[src/rtl/ctx_pkg.sv]
package ctx_pkg;
    localparam int PC_W   = 20;
    localparam int FLG_W  = 16;
    localparam int DATA_W = 16;
    localparam int BEAT_W = 2;

    typedef enum logic [0:0] {
        PH_IDLE  = 1'b0,
        PH_WRITE = 1'b1
    } phase_e;
endpackage

[src/rtl/ctx_sp_select.sv]
module ctx_sp_select #(
    parameter int SP_W   = 16,
    parameter int SWI_W  = 6,
    parameter int SWI_LO = 32,
    parameter int SWI_HI = 63
) (
    input  logic             swi_valid_i,
    input  logic [SWI_W-1:0] swi_num_i,
    input  logic             ustk_sel_i,
    input  logic [SP_W-1:0]  isp_i,
    input  logic [SP_W-1:0]  usp_i,
    output logic             use_user_o,
    output logic [SP_W-1:0]  sp_o
);
    localparam int NUM_W = SWI_W + 1;
    localparam logic [NUM_W-1:0] LO_V = NUM_W'(SWI_LO);
    localparam logic [NUM_W-1:0] HI_V = NUM_W'(SWI_HI);

    logic [NUM_W-1:0] num_ext;
    logic             in_range;

    always_comb begin
        num_ext    = {1'b0, swi_num_i};
        in_range   = (num_ext >= LO_V) && (num_ext <= HI_V);
        use_user_o = swi_valid_i && in_range && ustk_sel_i;
        sp_o       = use_user_o ? usp_i : isp_i;
    end
endmodule

[src/rtl/ctx_beat_gen.sv]
module ctx_beat_gen
    import ctx_pkg::*;
#(
    parameter int SP_W = 16
) (
    input  logic [SP_W-1:0]   sp_base_i,
    input  logic              odd_i,
    input  logic [BEAT_W-1:0] beat_i,
    input  logic [FLG_W-1:0]  flg_i,
    input  logic [PC_W-1:0]   pc_i,
    output logic [SP_W-1:0]   addr_o,
    output logic [DATA_W-1:0] data_o,
    output logic              word_o,
    output logic              last_o
);
    logic [7:0] top_byte;
    logic [7:0] flg_lo;
    logic [7:0] pc_lo;
    logic [7:0] pc_mid;

    always_comb begin
        top_byte = {flg_i[FLG_W-1 -: 4], pc_i[PC_W-1 -: 4]};
        flg_lo   = flg_i[7:0];
        pc_lo    = pc_i[7:0];
        pc_mid   = pc_i[15:8];
        word_o   = !odd_i;
        addr_o   = sp_base_i;
        data_o   = '0;
        last_o   = 1'b0;
        if (!odd_i) begin
            // two little-endian halfwords, upper one first
            if (beat_i[0] == 1'b0) begin
                addr_o = sp_base_i - SP_W'(2);
                data_o = {top_byte, flg_lo};
            end else begin
                addr_o = sp_base_i - SP_W'(4);
                data_o = {pc_mid, pc_lo};
                last_o = 1'b1;
            end
        end else begin
            // four bytes walking downward
            addr_o = sp_base_i - SP_W'(beat_i) - SP_W'(1);
            case (beat_i)
                2'd0:    data_o = {8'h00, top_byte};
                2'd1:    data_o = {8'h00, flg_lo};
                2'd2:    data_o = {8'h00, pc_mid};
                default: data_o = {8'h00, pc_lo};
            endcase
            last_o = (beat_i == 2'd3);
        end
    end
endmodule

[src/rtl/irq_ctx_saver.sv]
module irq_ctx_saver
    import ctx_pkg::*;
#(
    parameter int SP_W   = 16,
    parameter int SWI_W  = 6,
    parameter int SWI_LO = 32,
    parameter int SWI_HI = 63
) (
    input  logic              clk,
    input  logic              rst_n,
    input  logic              accept_i,
    input  logic              swi_valid_i,
    input  logic [SWI_W-1:0]  swi_num_i,
    input  logic              ustk_sel_i,
    input  logic [SP_W-1:0]   isp_i,
    input  logic [SP_W-1:0]   usp_i,
    input  logic [15:0]       flg_i,
    input  logic [19:0]       pc_i,
    output logic              mem_wr_o,
    output logic [SP_W-1:0]   mem_addr_o,
    output logic [15:0]       mem_wdata_o,
    output logic              mem_word_o,
    input  logic              mem_rdy_i,
    output logic              done_o,
    output logic [SP_W-1:0]   sp_wb_o,
    output logic              sp_wb_user_o
);
    typedef struct packed {
        phase_e             phase;
        logic [SP_W-1:0]    sp;
        logic               odd;
        logic               user;
        logic [FLG_W-1:0]   flg;
        logic [PC_W-1:0]    pc;
        logic [BEAT_W-1:0]  beat;
        logic               done;
    } state_t;

    state_t st_q, st_d;

    logic            sel_user;
    logic [SP_W-1:0] sel_sp;
    logic            beat_last;

    ctx_sp_select #(
        .SP_W   (SP_W),
        .SWI_W  (SWI_W),
        .SWI_LO (SWI_LO),
        .SWI_HI (SWI_HI)
    ) sel_i (
        .swi_valid_i (swi_valid_i),
        .swi_num_i   (swi_num_i),
        .ustk_sel_i  (ustk_sel_i),
        .isp_i       (isp_i),
        .usp_i       (usp_i),
        .use_user_o  (sel_user),
        .sp_o        (sel_sp)
    );

    ctx_beat_gen #(
        .SP_W (SP_W)
    ) beat_i (
        .sp_base_i (st_q.sp),
        .odd_i     (st_q.odd),
        .beat_i    (st_q.beat),
        .flg_i     (st_q.flg),
        .pc_i      (st_q.pc),
        .addr_o    (mem_addr_o),
        .data_o    (mem_wdata_o),
        .word_o    (mem_word_o),
        .last_o    (beat_last)
    );

    always_comb begin
        st_d      = st_q;
        st_d.done = 1'b0;
        case (st_q.phase)
            PH_IDLE: begin
                if (accept_i) begin
                    st_d.phase = PH_WRITE;
                    st_d.sp    = sel_sp;
                    st_d.odd   = sel_sp[0];
                    st_d.user  = sel_user;
                    st_d.flg   = flg_i;
                    st_d.pc    = pc_i;
                    st_d.beat  = '0;
                end
            end
            default: begin
                if (mem_rdy_i) begin
                    if (beat_last) begin
                        st_d.phase = PH_IDLE;
                        st_d.done  = 1'b1;
                    end else begin
                        st_d.beat = st_q.beat + BEAT_W'(1);
                    end
                end
            end
        endcase
    end

    always_ff @(posedge clk) begin
        if (!rst_n) begin
            st_q <= '0;
        end else begin
            st_q <= st_d;
        end
    end

    assign mem_wr_o     = (st_q.phase == PH_WRITE);
    assign done_o       = st_q.done;
    assign sp_wb_o      = st_q.sp - SP_W'(4);
    assign sp_wb_user_o = st_q.user;
endmodule

[config.mk]
export PLATFORM = sky130hd
export DESIGN_NAME = irq_ctx_saver
export DESIGN_NICKNAME = d
export VERILOG_FILES = /design/src/rtl/ctx_pkg.sv /design/src/rtl/ctx_sp_select.sv /design/src/rtl/ctx_beat_gen.sv /design/src/rtl/irq_ctx_saver.sv
export SDC_FILE = /design/constraint.sdc
export NUM_CORES = 1
export LEC_CHECK = 0
export BUFFER_PORTS_ARGS = -buffer_cell sky130_fd_sc_hd__buf_2
export CORE_ASPECT_RATIO = 0.8
export CORE_UTILIZATION = 52
export DETAILED_ROUTE_END_ITERATION = 6
export GPL_ROUTABILITY_DRIVEN = 0
export PLACE_DENSITY = 0.86
export SYNTH_ARGS = -nofsm -noshare
export SYNTH_HDL_FRONTEND = slang
export SYNTH_SLANG_ARGS = --single-unit
[constraint.sdc]
create_clock -name clk -period 4.2 [get_ports clk]
set_input_delay 0.42 -clock clk [delete_from_list [all_inputs] [get_ports clk]]
set_output_delay 0.42 -clock clk [all_outputs]
set_load 0.02 [all_outputs]
==> report_table.html, run 1 <==
<table>
<tr><th>Metric</th><th>Value</th></tr>
<tr><th colspan="2">Outcome</th></tr>
<tr><td>Run status</td><td>completed</td></tr>
<tr><th colspan="2">Drt</th></tr>
<tr><td>Final WL</td><td>7.90 mm</td></tr>
<tr><td>Initial detailed-routing violation count</td><td>214</td></tr>
<tr><td>Number of routed nets with antenna violations</td><td>0</td></tr>
<tr><td>Via count</td><td>3035</td></tr>
<tr><td>Post-detailed-route wirelength per cell</td><td>13.8 um</td></tr>
<tr><td>Drt drc</td><td>0</td></tr>
<tr><td>First-pass DRT Iterations</td><td>5</td></tr>
<tr><td>Via/cell ratio</td><td>5.31</td></tr>
<tr><th colspan="2">Timing</th></tr>
<tr><td>Setup repair after global routing missed its margin</td><td>false</td></tr>
<tr><td>Final period utilization</td><td>0.728</td></tr>
<tr><td>Time the worst path needs with I/O delays and setup</td><td>3.06 ns</td></tr>
<tr><td>Count of final max-slew check failures</td><td>0</td></tr>
<tr><td>Sum Neg Setup Slack</td><td>0 ns</td></tr>
<tr><td>Final number of hold-violating endpoints</td><td>0</td></tr>
<tr><td>Worst relative slew slack</td><td>0.264</td></tr>
<tr><td>Highest attainable clock frequency</td><td>0.327 GHz</td></tr>
<tr><td>Final setup violation count</td><td>0</td></tr>
<tr><td>Worst Setup Slack, final</td><td>1.14 ns</td></tr>
<tr><td>Worst Tran Pin Value</td><td>1.10 ns</td></tr>
<tr><td>Worst clock skew</td><td>0.00677 ns</td></tr>
<tr><th colspan="2">Power and ir drop</th></tr>
<tr><td>Leak</td><td>0.00184 uW</td></tr>
<tr><td>Switching Power</td><td>475 uW</td></tr>
<tr><td>Total power density per cell area</td><td>344 nW/um2</td></tr>
<tr><td>Worst vdd rail ir drop</td><td>177 uV</td></tr>
<tr><td>Total internal power</td><td>859 uW</td></tr>
<tr><td>Switching share of power</td><td>0.356</td></tr>
<tr><td>Part of the power in the clock network</td><td>0.243</td></tr>
<tr><td>Relative contribution of combinational cells to total power</td><td>0.325</td></tr>
<tr><td>Power share of the sequential group</td><td>0.432</td></tr>
<tr><th colspan="2">Setup path</th></tr>
<tr><td>Critical path required time</td><td>3.78 ns</td></tr>
<tr><td>Critical path class</td><td>flop to output pin</td></tr>
<tr><td>Critical path launch point type</td><td>flop</td></tr>
<tr><td>Top fanout value on the critical path</td><td>25</td></tr>
<tr><td>Register-to-register setup slack</td><td>2.23 ns</td></tr>
<tr><td>Crit path arrival time</td><td>2.64 ns</td></tr>
<tr><td>Crit-path max cell delay</td><td>0.85 ns</td></tr>
<tr><td>Cell with the largest stage delay on the worst path</td><td>sky130_fd_sc_hd__dfxtp_1</td></tr>
<tr><td>Series of cell instances along the critical path</td><td>nand2_1 -&gt; fa_1 -&gt; nor2b_1 -&gt; o21ai_1 -&gt; nor3b_1 -&gt; xor2_1 -&gt; buf_2</td></tr>
<tr><td>Critical Path End Type</td><td>output pin</td></tr>
<tr><th colspan="2">Final layout</th></tr>
<tr><td>Number of inserted filler cells in the final layout</td><td>494</td></tr>
<tr><td>Leading cell types in the layout, fill and taps excluded</td><td>sky130_fd_sc_hd__buf_2, sky130_fd_sc_hd__nand2_1, sky130_fd_sc_hd__dfxtp_1, sky130_fd_sc_hd__a21boi_0, sky130_fd_sc_hd__nor2_1</td></tr>
<tr><td>Inserted Diodes</td><td>0</td></tr>
<tr><td>Number of nets in the layout</td><td>579</td></tr>
<tr><td>Area growth from synthesis to layout</td><td>22.1%</td></tr>
<tr><td>Final design area excluding fillers</td><td>3870 um2</td></tr>
<tr><td>Cell Count, Final, Fillers Out</td><td>572</td></tr>
<tr><td>Share of final-layout standard cells stronger than drive strength 1</td><td>0.301</td></tr>
<tr><td>Commonest non-fill, non-tap cell in the layout</td><td>sky130_fd_sc_hd__buf_2</td></tr>
<tr><th colspan="2">Logic synthesis</th></tr>
<tr><td>Post-synthesis instance total</td><td>390</td></tr>
<tr><td>Primary FF master, synth</td><td>sky130_fd_sc_hd__dfxtp_1</td></tr>
<tr><td>Yosys Warn Count</td><td>0</td></tr>
<tr><td>Syn nets</td><td>479</td></tr>
<tr><td>Synthesized cell area</td><td>3170 um2</td></tr>
<tr><td>Asr flop ratio synth</td><td>0</td></tr>
<tr><td>Sequential share of the synthesized area</td><td>0.335</td></tr>
<tr><td>Mapped Avg Cell Area</td><td>8.13 um2</td></tr>
<tr><td>Number of enable-type register cells in the synthesized netlist</td><td>0</td></tr>
<tr><td>Flop and latch count out of synthesis</td><td>53</td></tr>
<tr><td>Number of distinct standard cells referenced by the synthesized netlist</td><td>45</td></tr>
<tr><th colspan="2">Placed design</th></tr>
<tr><td>Cell area after placement</td><td>3770 um2</td></tr>
<tr><td>Inst Count DP</td><td>564</td></tr>
<tr><td>Port Buf Inserts</td><td>122</td></tr>
<tr><td>HPWL reported at the end of detailed placement</td><td>5.74 mm</td></tr>
<tr><td>Post-placement setup slack</td><td>1.50 ns</td></tr>
<tr><th colspan="2">Run</th></tr>
<tr><td>Total of max-cap violations</td><td>0</td></tr>
<tr><th colspan="2">Floorplanning</th></tr>
<tr><td>Die extent in x</td><td>89.3 um</td></tr>
<tr><td>Placement Rows</td><td>25</td></tr>
<tr><td>Initial cell density of the core</td><td>0.537</td></tr>
<tr><td>Boundary Pins</td><td>132</td></tr>
<tr><td>Area inside the core boundary</td><td>5910 um2</td></tr>
<tr><td>Die outline area</td><td>6420 um2</td></tr>
<tr><td>Chip height</td><td>71.9 um</td></tr>
<tr><th colspan="2">Clocking</th></tr>
<tr><td>CTS clk-pin slew, worst paths</td><td>0.10 ns</td></tr>
<tr><td>Hold buffer count at CTS</td><td>0</td></tr>
<tr><td>Postcts setup bufs</td><td>0</td></tr>
<tr><td>CTS tree</td><td>yes</td></tr>
<tr><td>Number of resized instances in the post-cts repair step</td><td>0</td></tr>
<tr><td>Max clock buf depth</td><td>2</td></tr>
<tr><td>Number of buffers inserted during clock tree synthesis</td><td>5</td></tr>
<tr><td>Clock sink count</td><td>53</td></tr>
<tr><td>Number of H-tree branching levels</td><td>2</td></tr>
<tr><td>Clock latency at the later pin of the worst-skew pair</td><td>0.31 ns</td></tr>
<tr><td>Cell at the root of the clock tree</td><td>sky130_fd_sc_hd__clkbuf_8</td></tr>
<tr><th colspan="2">GRT</th></tr>
<tr><td>Overflow after GRT</td><td>0</td></tr>
<tr><td>Initial antenna violation count</td><td>0</td></tr>
<tr><td>Wire length of the first global-routing pass</td><td>12.5 mm</td></tr>
<tr><td>Total global-route track usage</td><td>0.251</td></tr>
<tr><td>Vias in the first global route</td><td>2746</td></tr>
<tr><td>Largest net degree at the start of global routing</td><td>54</td></tr>
<tr><th colspan="2">Hold path</th></tr>
<tr><td>Hold WC Path Type</td><td>input pin to flop</td></tr>
</table>
==> cell families after synthesis <==
kind of cell,after synthesis,synth area share
xor+xnor,27,0.0746
simple gates,135,0.198
mux,26,0.0828
buf+inv,39,0.0544
fa+ha+maj,9,0.0379
flops,53,0.335
compound gates,101,0.217
==> per-layer routing <==
layer / GRT usage / vias to the layer above / wire (um)
met1: 0.346 / 1377 / 3640
li1: - / 1529 / -
met2: 0.394 / 114 / 3630
met3: 0.0426 / 15 / 487
met4: 0.0899 / 0 / 144
met5: 0 / - / 0
==> worst max-delay path: cells and delay by family, from the launching register on <==
| family | cells | cell delay (ns) |
|---|---|---|
| flip-flops | 1 | 0.85 |
| AND/OR/NAND/NOR | 3 | 0.50 |
| adder cells (fa/ha/maj) | 1 | 0.44 |
| AO/OA/AOI/OAI | 1 | 0.22 |
| buffers and inverters | 1 | 0.18 |
| XOR/XNOR | 1 | 0.15 |
==> state kept, by name, indices dropped and copies added, names as in the netlist <==
| signal | cells |
|---|---|
| mem_wr_o | 1 |
| st_q | 50 |
| sp_wb_user_o | 1 |
| done_o | 1 |
==> path summary, 6_finish.rpt <==
check                             start                     to  cells after the start
setup / recovery  st_q[41]$_SDFFE_PN0P_         mem_addr_o[14]                      7
hold / removal                mem_rdy_i    mem_wr_o$_SDFF_PN0_                      2
setup reg to reg  st_q[41]$_SDFFE_PN0P_   st_q[2]$_SDFFE_PN0P_                      4
hold reg to reg   st_q[30]$_SDFFE_PN0P_  st_q[30]$_SDFFE_PN0P_                      2
==> stage by stage <==
step	hold slack, ns	utilization	power [uW]
floorplan	0.443	-	880
global placement	0.454	0.637	1010
detailed placement	0.461	0.637	1020
CTS	0.310	0.655	1340
global route	0.313	0.655	1410
finish	0.315	0.655	1330
==> layout make-up <==
class | count | area (um2) | area share
clock inverter | 1 | 8.76 | 0.00226
clock buffer | 7 | 96.3 | 0.0249
inverter | 7 | 26.3 | 0.00679
multi-input combinational | 298 | 1950 | 0.502
tap | 81 | 101 | 0.0262
sequential | 53 | 1060 | 0.274
timing repair buffer | 125 | 633 | 0.163
==> cell usage after synthesis, types with 2 or more instances <==
master                      n  area (um2)
sky130_fd_sc_hd__mux2i_1   24         240
sky130_fd_sc_hd__nand3_1    3        15.0
sky130_fd_sc_hd__clkbuf_1  18        67.6
sky130_fd_sc_hd__nor3b_1    3        22.5
sky130_fd_sc_hd__inv_1      7        26.3
sky130_fd_sc_hd__mux2_2     2        22.5
sky130_fd_sc_hd__buf_4      3        22.5
sky130_fd_sc_hd__o21ai_0   19        95.1
sky130_fd_sc_hd__a21boi_0  34         255
sky130_fd_sc_hd__buf_1      4        15.0
sky130_fd_sc_hd__nor2_1    29         109
sky130_fd_sc_hd__o21ai_1    2        10.0
sky130_fd_sc_hd__nor3_1     3        15.0
sky130_fd_sc_hd__buf_2      6        30.0
sky130_fd_sc_hd__ha_1       8         100
sky130_fd_sc_hd__nor3b_2    2        25.0
sky130_fd_sc_hd__nor2b_1    5        31.3
sky130_fd_sc_hd__xor2_1    18         158
sky130_fd_sc_hd__a22oi_1    8        60.1
sky130_fd_sc_hd__nand2_1   79         297
sky130_fd_sc_hd__a21oi_1   21         105
sky130_fd_sc_hd__xnor2_1    9        78.8
sky130_fd_sc_hd__dfxtp_1   53        1060
sky130_fd_sc_hd__nand2b_1   2        12.5
sky130_fd_sc_hd__a221o_1    8        80.1
==> power groups by stage <==
stage          sequential, uW  combinational, uW  clock, uW
6_report                  576                433        324
5_1_grt                   582                473        354
4_1_cts                   576                434        329
3_5_place_dp              587                432          0
3_3_place_gp              585                423          0
2_1_floorplan             570                310          0
No activity file was read; power rests on OpenSTA's default activity.
==> run 2, diff against run 1 <==
Settings changed: CORE_UTILIZATION 52 to 48, PLACE_DENSITY 0.86 to 0.8.
Clock period 4.2 ns to 2.9 ns, I/O delays scaled along.
==> run 2 against run 1 <==
Against the previous run:
- first-iteration DRC count fell by 48%
- setup slack got worse by 0.86 ns
- combinational power rose by 47%
- sequential share of layout area fell by 0.11 points
- critical path depth did not move
- clock power rose by 32%
- critical path type unchanged
- critical endpoint is now mem_addr_o[12]
==> report_table.html, run 2 (synthesized netlist as in run 1, its figures left out) <==
<table>
<tr><th>Metric</th><th>Value</th></tr>
<tr><th colspan="2">Hold path</th></tr>
<tr><td>Hold WC Path Type</td><td>input pin to flop</td></tr>
<tr><th colspan="2">Final layout</th></tr>
<tr><td>Area used by multi-input combinational logic</td><td>1950 um2 (unchanged)</td></tr>
<tr><td>Seq. cell area</td><td>1060 um2 (unchanged)</td></tr>
<tr><td>Inserted Diodes</td><td>0 (unchanged)</td></tr>
<tr><td>Max FFs per register</td><td>50 (unchanged)</td></tr>
<tr><td>Register ranked first by flip-flop count</td><td>st_q</td></tr>
<tr><td>Final core utilization</td><td>0.610 (-0.0451)</td></tr>
<tr><td>Number of nets in the layout</td><td>581 (+0.35%)</td></tr>
<tr><td>Final design area excluding fillers</td><td>3890 um2 (+0.42%)</td></tr>
<tr><td>Cell Count, Final, Fillers Out</td><td>576 (+0.70%)</td></tr>
<tr><td>Share of final-layout standard cells stronger than drive strength 1</td><td>0.303 (+0.00142)</td></tr>
<tr><td>Leading cell types in the layout, fill and taps excluded</td><td>sky130_fd_sc_hd__buf_2, sky130_fd_sc_hd__nand2_1, sky130_fd_sc_hd__dfxtp_1, sky130_fd_sc_hd__a21boi_0, sky130_fd_sc_hd__nor2_1</td></tr>
<tr><td>Number of inserted filler cells in the final layout</td><td>611 (+24%)</td></tr>
<tr><td>Area growth from synthesis to layout</td><td>22.6%</td></tr>
<tr><td>Commonest non-fill, non-tap cell in the layout</td><td>sky130_fd_sc_hd__buf_2</td></tr>
<tr><th colspan="2">Drt</th></tr>
<tr><td>Post-detailed-route wirelength per cell</td><td>14.0 um (+1.1%)</td></tr>
<tr><td>Final WL</td><td>8.05 mm (+1.8%)</td></tr>
<tr><td>Drt drc</td><td>0 (unchanged)</td></tr>
<tr><td>First-pass DRT Iterations</td><td>4 (-1)</td></tr>
<tr><td>Via count</td><td>3030 (-0.16%)</td></tr>
<tr><td>Via/cell ratio</td><td>5.26 (-0.86%)</td></tr>
<tr><td>Initial detailed-routing violation count</td><td>112 (-48%)</td></tr>
<tr><td>Number of routed nets with antenna violations</td><td>0 (unchanged)</td></tr>
<tr><th colspan="2">Placed design</th></tr>
<tr><td>Cell area after placement</td><td>3800 um2 (+0.83%)</td></tr>
<tr><td>Inst Count DP</td><td>569 (+0.89%)</td></tr>
<tr><td>HPWL reported at the end of detailed placement</td><td>5.84 mm (+1.8%)</td></tr>
<tr><td>Port Buf Inserts</td><td>122 (unchanged)</td></tr>
<tr><th colspan="2">Floorplanning</th></tr>
<tr><td>Chip height</td><td>74.7 um (+4.0%)</td></tr>
<tr><td>Die extent in x</td><td>92.9 um (+4.0%)</td></tr>
<tr><td>Initial cell density of the core</td><td>0.497 (-0.0391)</td></tr>
<tr><td>Placement Rows</td><td>26 (+4.0%)</td></tr>
<tr><td>Die outline area</td><td>6940 um2 (+8.1%)</td></tr>
<tr><td>Area inside the core boundary</td><td>6380 um2 (+7.9%)</td></tr>
<tr><td>Boundary Pins</td><td>132 (unchanged)</td></tr>
<tr><th colspan="2">Timing</th></tr>
<tr><td>Final setup violation count</td><td>0 (unchanged)</td></tr>
<tr><td>Worst clock skew</td><td>0.00466 ns (-0.00212 ns)</td></tr>
<tr><td>Highest attainable clock frequency</td><td>0.381 GHz</td></tr>
<tr><td>Time the worst path needs with I/O delays and setup</td><td>2.62 ns</td></tr>
<tr><td>Sum Neg Setup Slack</td><td>0 ns (unchanged)</td></tr>
<tr><td>Setup repair after global routing missed its margin</td><td>false</td></tr>
<tr><td>Final number of hold-violating endpoints</td><td>0 (unchanged)</td></tr>
<tr><td>Worst relative slew slack</td><td>0.458 (+0.194)</td></tr>
<tr><td>Count of final max-slew check failures</td><td>0 (unchanged)</td></tr>
<tr><td>Worst Tran Pin Value</td><td>0.813 ns (-0.288 ns)</td></tr>
<tr><td>Final period utilization</td><td>0.905</td></tr>
<tr><th colspan="2">Setup path</th></tr>
<tr><td>Critical path class</td><td>flop to output pin</td></tr>
<tr><td>Crit path arrival time</td><td>2.33 ns (-0.31 ns)</td></tr>
<tr><td>Critical path required time</td><td>2.61 ns (-1.17 ns)</td></tr>
<tr><td>Top fanout value on the critical path</td><td>10 (-60%)</td></tr>
<tr><td>Critical path launch point type</td><td>flop</td></tr>
<tr><td>Critical Path End Type</td><td>output pin</td></tr>
<tr><td>Register-to-register setup slack</td><td>1.01 ns (-1.22 ns)</td></tr>
<tr><th colspan="2">Clocking</th></tr>
<tr><td>Max clock buf depth</td><td>2 (unchanged)</td></tr>
<tr><td>Hold buffer count at CTS</td><td>0 (unchanged)</td></tr>
<tr><td>CTS tree</td><td>yes</td></tr>
<tr><td>Clock latency at the later pin of the worst-skew pair</td><td>0.30 ns (about the same)</td></tr>
<tr><td>Clock sink count</td><td>53 (unchanged)</td></tr>
<tr><td>Cell at the root of the clock tree</td><td>sky130_fd_sc_hd__clkbuf_8</td></tr>
<tr><td>Number of buffers inserted during clock tree synthesis</td><td>5 (unchanged)</td></tr>
<tr><td>Number of H-tree branching levels</td><td>2 (unchanged)</td></tr>
<tr><td>Postcts setup bufs</td><td>0 (unchanged)</td></tr>
<tr><td>CTS clk-pin slew, worst paths</td><td>0.09 ns (about the same)</td></tr>
<tr><td>Number of resized instances in the post-cts repair step</td><td>0 (unchanged)</td></tr>
<tr><th colspan="2">Power and ir drop</th></tr>
<tr><td>Power, Total</td><td>1890 uW (+42%)</td></tr>
<tr><td>Leak</td><td>0.00184 uW (+0.10%)</td></tr>
<tr><td>Total power density per cell area</td><td>487 nW/um2 (+41%)</td></tr>
<tr><td>Worst vdd rail ir drop</td><td>265 uV (+50%)</td></tr>
<tr><th colspan="2">GRT</th></tr>
<tr><td>Initial antenna violation count</td><td>0 (unchanged)</td></tr>
<tr><td>Overflow after GRT</td><td>0 (unchanged)</td></tr>
<tr><td>Wire length of the first global-routing pass</td><td>13.1 mm (+4.5%)</td></tr>
<tr><td>Total global-route track usage</td><td>0.237 (-0.0138)</td></tr>
<tr><td>Vias in the first global route</td><td>2886 (+5.1%)</td></tr>
<tr><td>Largest net degree at the start of global routing</td><td>54 (unchanged)</td></tr>
<tr><th colspan="2">Run</th></tr>
<tr><td>Total of max-cap violations</td><td>0 (unchanged)</td></tr>
<tr><th colspan="2">Outcome</th></tr>
<tr><td>Run status</td><td>completed</td></tr>
</table>
run 2: layout make-up:
class,instances,share of cell area
Clock buffer,6,0.0212
Clock inverter,1,0.00193
Inverter,7,0.00676
Multi-Input combinational cell,298,0.500
Sequential cell,53,0.273
Tap cell,84,0.0270
Timing Repair Buffer,127,0.170
run 2: where the power goes:
group	internal [uW]	switching [uW]	total, uW
Clock	189	238	427
Sequential	774	58.2	832
Combinational	253	383	636
Total	1220	679	1890
run 2: routing by layer:
metal	vias up	routed length [um]	global-route usage
met3	8	424	0.0404
met2	93	3840	0.409
li1	1537	-	-
met1	1392	3690	0.307
met4	0	90	0.0752
met5	-	0	0
run 2: critical path: stages, from the launching register on:
cell                      delay [ns]
sky130_fd_sc_hd__dfxtp_1        0.45
sky130_fd_sc_hd__inv_1          0.18
sky130_fd_sc_hd__ha_1           0.21
sky130_fd_sc_hd__nor3b_2        0.33
sky130_fd_sc_hd__nand3_1        0.24
sky130_fd_sc_hd__nor3b_1        0.27
sky130_fd_sc_hd__xor2_1         0.17
sky130_fd_sc_hd__buf_2          0.18
run 2: final timing paths:
check / startpoint / end / depth (start not counted)
max: st_q[43]$_SDFFE_PN0P_ / mem_addr_o[12] / 7
min: mem_rdy_i / mem_wr_o$_SDFF_PN0_ / 2
max reg2reg: st_q[1]$_SDFFE_PN0P_ / st_q[2]$_SDFFE_PN0P_ / 6
min reg2reg: st_q[29]$_SDFFE_PN0P_ / st_q[29]$_SDFFE_PN0P_ / 2
run 2: metrics by stage:
step	hold WS, ns	setup slack, ns
finish	0.218	0.276
detailed placement	0.466	0.609
CTS	0.210	0.246
global placement	0.454	0.640
global route	0.219	0.00326
floorplan	0.390	0.494
